$ cat src/rtl/blta_pkg.sv
package blta_pkg;

  typedef enum logic [2:0] {
    CMD_HOLD  = 3'd0,
    CMD_ADD   = 3'd1,
    CMD_SUB   = 3'd2,
    CMD_SHIFT = 3'd3,
    CMD_CLEAR = 3'd4
  } acc_cmd_e;

  function automatic int acc_width(input int op_w, input int n_ops);
    return op_w + $clog2(n_ops) + 1;
  endfunction

endpackage

$ cat src/rtl/blta_rst_sync.sv
module blta_rst_sync (
  input  logic clk_i,
  input  logic rst_ni,
  output logic rst_sync_no
);
  logic [1:0] sync_q;

  always_ff @(posedge clk_i or negedge rst_ni) begin
    if (!rst_ni) sync_q <= 2'b00;
    else         sync_q <= {sync_q[0], 1'b1};
  end

  assign rst_sync_no = sync_q[1];
endmodule

$ cat src/rtl/blta_cmd_dec.sv
module blta_cmd_dec
  import blta_pkg::*;
(
  input  logic     clr_i,
  input  logic     op_vld_i,
  input  logic     op_neg_i,
  input  logic     layer_end_i,
  input  logic     fin_i,
  output acc_cmd_e cmd_o
);
  always_comb begin
    cmd_o = CMD_HOLD;
    if (clr_i) begin
      cmd_o = CMD_CLEAR;
    end else if (!fin_i) begin
      if (layer_end_i)   cmd_o = CMD_SHIFT;
      else if (op_vld_i) cmd_o = op_neg_i ? CMD_SUB : CMD_ADD;
    end
  end
endmodule

$ cat src/rtl/blta_acc_dp.sv
module blta_acc_dp
  import blta_pkg::*;
#(
  parameter int OP_W      = 9,
  parameter int ACC_W     = 16,
  parameter bit OP_SIGNED = 1'b1
) (
  input  logic             clk_i,
  input  logic             rst_ni,
  input  acc_cmd_e         cmd_i,
  input  logic [OP_W-1:0]  op_i,
  output logic [ACC_W-1:0] acc_o,
  output logic             bit_o,
  output logic             bit_vld_o
);
  localparam int EXT_W = ACC_W - OP_W;

  logic [ACC_W-1:0] op_ext;
  logic [ACC_W-1:0] acc_q, acc_d;
  logic             bit_q, bit_d;
  logic             vld_q, vld_d;
  logic             acc_en;

  generate
    if (OP_SIGNED) begin : g_sext
      assign op_ext = {{EXT_W{op_i[OP_W-1]}}, op_i};
    end else begin : g_zext
      assign op_ext = {{EXT_W{1'b0}}, op_i};
    end
  endgenerate

  always_comb begin
    acc_d  = acc_q;
    bit_d  = bit_q;
    vld_d  = 1'b0;
    acc_en = 1'b1;
    unique case (cmd_i)
      CMD_CLEAR: begin
        acc_d = '0;
        bit_d = 1'b0;
      end
      CMD_ADD:   acc_d = acc_q + op_ext;
      CMD_SUB:   acc_d = acc_q - op_ext;
      CMD_SHIFT: begin
        acc_d = {acc_q[ACC_W-1], acc_q[ACC_W-1:1]};
        bit_d = acc_q[0];
        vld_d = 1'b1;
      end
      default:   acc_en = 1'b0;
    endcase
  end

  always_ff @(posedge clk_i or negedge rst_ni) begin
    if (!rst_ni) begin
      acc_q <= '0;
      bit_q <= 1'b0;
      vld_q <= 1'b0;
    end else begin
      vld_q <= vld_d;
      if (acc_en) begin
        acc_q <= acc_d;
        bit_q <= bit_d;
      end
    end
  end

  assign acc_o     = acc_q;
  assign bit_o     = bit_q;
  assign bit_vld_o = vld_q;

  assert_clear_zero_R1: assert property (@(posedge clk_i) disable iff (!rst_ni)
    (cmd_i == CMD_CLEAR) |=> (acc_o == '0 && !bit_vld_o));

  assert_shift_arith_R3: assert property (@(posedge clk_i) disable iff (!rst_ni)
    (cmd_i == CMD_SHIFT) |=> ($signed(acc_o) == ($signed($past(acc_o)) >>> 1)
                              && bit_o == $past(acc_o[0]) && bit_vld_o));

  assert_hold_R2: assert property (@(posedge clk_i) disable iff (!rst_ni)
    (cmd_i == CMD_HOLD) |=> ($stable(acc_o) && !bit_vld_o));
endmodule

$ cat src/rtl/blta_layer_ctr.sv
module blta_layer_ctr
  import blta_pkg::*;
#(
  parameter int N_LAYER = 16
) (
  input  logic     clk_i,
  input  logic     rst_ni,
  input  acc_cmd_e cmd_i,
  output logic     fin_o,
  output logic     done_o
);
  localparam int CNT_W = $clog2(N_LAYER + 1);
  localparam logic [CNT_W-1:0] LAST = CNT_W'(N_LAYER - 1);
  localparam logic [CNT_W-1:0] FULL = CNT_W'(N_LAYER);

  logic [CNT_W-1:0] cnt_q, cnt_d;
  logic             done_q, done_d;
  logic             cnt_en;

  always_comb begin
    cnt_d  = cnt_q;
    done_d = 1'b0;
    cnt_en = 1'b0;
    if (cmd_i == CMD_CLEAR) begin
      cnt_d  = '0;
      cnt_en = 1'b1;
    end else if (cmd_i == CMD_SHIFT) begin
      cnt_d  = cnt_q + 1'b1;
      cnt_en = 1'b1;
      done_d = (cnt_q == LAST);
    end
  end

  always_ff @(posedge clk_i or negedge rst_ni) begin
    if (!rst_ni) begin
      cnt_q  <= '0;
      done_q <= 1'b0;
    end else begin
      done_q <= done_d;
      if (cnt_en) cnt_q <= cnt_d;
    end
  end

  assign fin_o  = (cnt_q == FULL);
  assign done_o = done_q;

  assert_done_pulse_R5: assert property (@(posedge clk_i) disable iff (!rst_ni)
    done_o |=> !done_o);

  assert_done_at_fin_R5: assert property (@(posedge clk_i) disable iff (!rst_ni)
    done_o |-> fin_o);
endmodule

$ cat src/rtl/bit_layer_acc.sv
module bit_layer_acc
  import blta_pkg::*;
#(
  parameter int OP_W      = 9,
  parameter int N_LAYER   = 16,
  parameter int N_OPS     = 64,
  parameter bit OP_SIGNED = 1'b1
) (
  input  logic                           clk_i,
  input  logic                           rst_ni,
  input  logic                           clr_i,
  input  logic                           op_vld_i,
  input  logic                           op_neg_i,
  input  logic [OP_W-1:0]                op_i,
  input  logic                           layer_end_i,
  output logic                           bit_o,
  output logic                           bit_vld_o,
  output logic [OP_W+$clog2(N_OPS):0]    acc_hi_o,
  output logic                           done_o
);
  localparam int ACC_W = acc_width(OP_W, N_OPS);

  logic     rst_sync_n;
  logic     fin;
  acc_cmd_e cmd;

  blta_rst_sync u_rst (
    .clk_i       (clk_i),
    .rst_ni      (rst_ni),
    .rst_sync_no (rst_sync_n)
  );

  blta_cmd_dec u_dec (
    .clr_i       (clr_i),
    .op_vld_i    (op_vld_i),
    .op_neg_i    (op_neg_i),
    .layer_end_i (layer_end_i),
    .fin_i       (fin),
    .cmd_o       (cmd)
  );

  blta_acc_dp #(
    .OP_W      (OP_W),
    .ACC_W     (ACC_W),
    .OP_SIGNED (OP_SIGNED)
  ) u_dp (
    .clk_i     (clk_i),
    .rst_ni    (rst_sync_n),
    .cmd_i     (cmd),
    .op_i      (op_i),
    .acc_o     (acc_hi_o),
    .bit_o     (bit_o),
    .bit_vld_o (bit_vld_o)
  );

  blta_layer_ctr #(
    .N_LAYER (N_LAYER)
  ) u_ctr (
    .clk_i  (clk_i),
    .rst_ni (rst_sync_n),
    .cmd_i  (cmd),
    .fin_o  (fin),
    .done_o (done_o)
  );

  assert_no_add_shift_R3: assert property (@(posedge clk_i) disable iff (!rst_sync_n)
    !(op_vld_i && layer_end_i));

  assert_frozen_R7: assert property (@(posedge clk_i) disable iff (!rst_sync_n)
    (fin && !clr_i) |=> ($stable(acc_hi_o) && !bit_vld_o && !done_o));

  assert_clear_wins_R1: assert property (@(posedge clk_i) disable iff (!rst_sync_n)
    clr_i |=> (acc_hi_o == '0 && !done_o));
endmodule

$ cat config.mk
export PLATFORM = sky130hd
export DESIGN_NAME = bit_layer_acc
export DESIGN_NICKNAME = d
export VERILOG_FILES = /design/src/rtl/blta_pkg.sv /design/src/rtl/blta_rst_sync.sv /design/src/rtl/blta_cmd_dec.sv /design/src/rtl/blta_acc_dp.sv /design/src/rtl/blta_layer_ctr.sv /design/src/rtl/bit_layer_acc.sv
export SDC_FILE = /design/constraint.sdc
export NUM_CORES = 1
export LEC_CHECK = 0
export ABC_AREA = 1
export BUFFER_PORTS_ARGS = -buffer_cell sky130_fd_sc_hd__buf_2
export CAP_MARGIN = 5
export CORE_ASPECT_RATIO = 2
export CORE_MARGIN = 2
export CORE_UTILIZATION = 50
export CTS_CLUSTER_SIZE = 14
export DETAILED_ROUTE_END_ITERATION = 8
export PLACE_DENSITY = 0.71
export SLEW_MARGIN = 40
export SYNTH_ARGS = -nofsm -noshare
export SYNTH_HDL_FRONTEND = slang
export SYNTH_HIERARCHICAL = 1
export SYNTH_SLANG_ARGS = --single-unit
$ cat constraint.sdc
create_clock -name clk_i -period 1.8 [get_ports clk_i]
set_clock_uncertainty 0.05 [all_clocks]
set_input_delay 0.36 -clock clk_i [delete_from_list [all_inputs] [get_ports clk_i]]
set_output_delay 0.36 -clock clk_i [all_outputs]
set_load 0.05 [all_outputs]
==> impl_metrics.env <==
export IMPL_routabilityCongestion=0.978
export IMPL_die_w_um=53.6
export IMPL_grt_max_degree=25
export IMPL_dr_pass1_iters=5
export IMPL_viasPerCell=5.49
export IMPL_syn_area_per_cell_um2=6.41
export IMPL_cp_max_fo=6
export IMPL_yosys_warnings=6
export IMPL_row_count=36
export IMPL_dp_cells=524
export IMPL_finalPower_w=0.00570
export IMPL_cpPeakStageDelay_ns=0.39
export IMPL_diodes=0
export IMPL_syn_area_um2=2460
export IMPL_critPathMostFrequentCell="nand2_1"
export IMPL_final_setup_viol_count=22
export IMPL_drc=0
export IMPL_multi_input_area_um2=1990
export IMPL_clock_sinks=26
export IMPL_initial_core_util_pct=51.0
export IMPL_track_usage_pct=30.6
export IMPL_final_util_pct=79.5
export IMPL_cp_end_kind="flip-flop"
export IMPL_fin_crit_ns=2.95
export IMPL_htreeDepth=1
export IMPL_yosysUniqueCellTypes=36
export IMPL_leakagePower_nw=2.04
export IMPL_startpoint_type="flip-flop"
export IMPL_synth_nets=419
export IMPL_regArea_um2=651
export IMPL_drv_cap=0
export IMPL_die_area_um2=5530
export IMPL_cp_cell_sequence="inv_1 > ha_2 > nand2_2 > nor3_4 > inv_1 > nand2_2 > a21oi_4 > inv_2 > nand3_4 > buf_6 > o21ai_2 > xnor2_1 > inv_1 > ha_4 > nand2_1 > nand2_1 > a21oi_2 > nand2_4 > a21oi_1 > nand2_1 > nand2_1 > nand2_1 > nand2_1"
export IMPL_clk_latency_ns=0.30
export IMPL_wl_met1_mm=3.04
export IMPL_fin_area_um2=3830
export IMPL_cts_buffer_depth=2
export IMPL_critPathRequiredTime_ns=1.98
export IMPL_final_common_cell="nand2_1"
export IMPL_numCtsBuffers=3
export IMPL_fill_cells=313
export IMPL_period_share_pct=164
export IMPL_instances_no_fill=548
export IMPL_final_cell_mix="nand2_1 (103), buf_4 (63), inv_1 (50), nand2_2 (39), buf_2 (33)"
export IMPL_rsz0062_at_grt="yes"
export IMPL_hold_viol_final=0
export IMPL_setup_ws_ns=-1.15
export IMPL_wl_met2_mm=4.98
export IMPL_grt_pass1_wl_mm=12.5
export IMPL_synthToLayoutAreaGrowth_pct=55.7
export IMPL_vias=3008
export IMPL_min_path_type="reg2async"
export IMPL_wl_met3_um=350
export IMPL_io_buffers=33
export IMPL_violations="setup timing"
export IMPL_crit_type="reg2reg"
export IMPL_status="finished with violations"
export IMPL_drtIter0Drc=92
export IMPL_core_um2=4820
export IMPL_ir_worst_vdd_v=0.00136
export IMPL_slew_violations=0
export IMPL_dpl_cell_area_um2=3160
export IMPL_synth_seq_cells=26
export IMPL_grt_pass1_vias=2856
export IMPL_drive_gt1_share_pct=47.5
export IMPL_clk_pin_slew_ns=0.11
export IMPL_hpwl_mm=5.46
export IMPL_cts_tree="done"
export IMPL_cts_root_buffer="clkbuf_8"
export IMPL_max_freq_mhz=339
export IMPL_dr_max_layer_used="met4"
export IMPL_drt_wl_total_mm=8.95
export IMPL_synthCells=384
export IMPL_ys_seq_area_share_pct=26.4
export IMPL_hold_ws_ns=0.200
export IMPL_crit_arrival_ns=3.13
export IMPL_num_io_pins=34
export IMPL_globalRouteOverflowTotal=0
export IMPL_fp_dieH_um=103
export IMPL_ant_nets=0
export IMPL_critPathSlowestCell="dfrtp_1"
export IMPL_antenna_found_initial=0
export IMPL_power_density_nw_per_um2=1490
export IMPL_fin_nets=527
export IMPL_avgRoutedWirePerCell_um=16.3
[state kept, by name, summed over array words and instances (netlist names)]
| signal | count |
|---|---|
| u_dp/bit_o | 1 |
| u_ctr/done_o | 1 |
| u_ctr/cnt_q | 5 |
| u_dp/acc_o | 16 |
| u_dp/bit_vld_o | 1 |
| u_rst/sync_q | 2 |
[layout make-up]
| cell class | count | share of cell area (%) |
|---|---|---|
| Clock buffer | 3 | 1.08 |
| Inverter | 69 | 6.89 |
| Clock inverter | 1 | 0.784 |
| Sequential cell | 26 | 17.0 |
| Tap cell | 57 | 1.86 |
| Multi-Input combinational cell | 284 | 52.0 |
| Timing Repair Buffer | 108 | 20.4 |
[per-stage QoR]
step | setup WS (ns) | setup TNS, ns
2_1_floorplan | -0.943 | -12.36
3_3_place_gp | -1.09 | -14.28
3_5_place_dp | -1.12 | -14.92
4_1_cts | -1.01 | -14.27
5_1_grt | -1.30 | -18.60
6_report | -1.15 | -15.98
[timing repair]
| item | in CTS | in global routing |
|---|---|---|
| hold endpoints to repair | 2 | 0 |
| hold buffers | 1 | 0 |
| cloned | 0 | 0 |
| buffers inserted | 11 | 11 |
| endpoints found under the setup margin | 17 | 24 |
| gates resized for setup | 44 | 70 |
| pin swaps | 8 | 24 |
[power breakdown]
group / internal [W] / switching (W)
sequential: 0.000754 / 0.000230
clock: 0.000299 / 0.000231
combinational: 0.00170 / 0.00249
[worst paths after layout]
check	start	end	slack (ns)	cells past startpoint
worst max-delay path	u_ctr/cnt_q[1]	u_dp/acc_o[15]	-1.15	23
worst min-delay path	u_rst/sync_q[1]	u_dp/bit_vld_o	0.20	1
worst max register to register	u_ctr/cnt_q[1]	u_dp/acc_o[15]	-1.15	23
worst min register to register	u_rst/sync_q[1]	u_dp/bit_vld_o	0.20	1
max in group asynchronous	u_rst/sync_q[1]	u_dp/acc_o[6]	1.22	1
min in group clk_i	u_rst/sync_q[0]	u_rst/sync_q[1]	0.31	0
[routing by layer]
metal	global-route usage, %	vias up
met5	0	-
met4	18.7	0
met3	3.02	50
met2	57.5	124
met1	30.5	1425
li1	-	1409
[kinds of logic after synthesis]
| logic type | after synthesis | share of synthesized area (%) |
|---|---|---|
| compound gates | 26 | 6.41 |
| xor+xnor | 7 | 2.49 |
| fa+ha+maj | 20 | 10.5 |
| buf+inv | 74 | 12.3 |
| flops | 26 | 26.4 |
| other cells | 1 | 0.152 |
| simple gates | 230 | 41.7 |
[synthesized netlist by cell type, drive strengths merged]
cell / instances / area [um2]
o21a: 1 / 7.51
ha: 19 / 238
dfrtp: 26 / 651
o31ai: 1 / 7.51
xor2: 2 / 17.5
buf: 5 / 41.3
a32oi: 1 / 8.76
and2: 1 / 6.26
or2: 7 / 43.8
or3: 1 / 6.26
a22oi: 2 / 15.0
nand2: 146 / 563
nand3: 43 / 240
xnor2: 5 / 43.8
a21oi: 11 / 58.8
nand4: 3 / 18.8
a21boi: 1 / 7.51
fa: 1 / 20.0
o21ai: 9 / 52.6
nor3: 6 / 41.3
nor2: 19 / 76.3
conb: 1 / 3.75
inv: 69 / 262
nand3b: 4 / 30.0
[worst max-delay path: cells and delay by family, from the launching register on]
| family | cells | cell delay (ns) |
|---|---|---|
| fa+ha+maj | 2 | 0.41 |
| simple gates | 11 | 0.92 |
| buf+inv | 5 | 0.46 |
| flops | 1 | 0.39 |
| compound gates | 4 | 0.48 |
| xor+xnor | 1 | 0.14 |
Power figures use the tool's default switching activity.
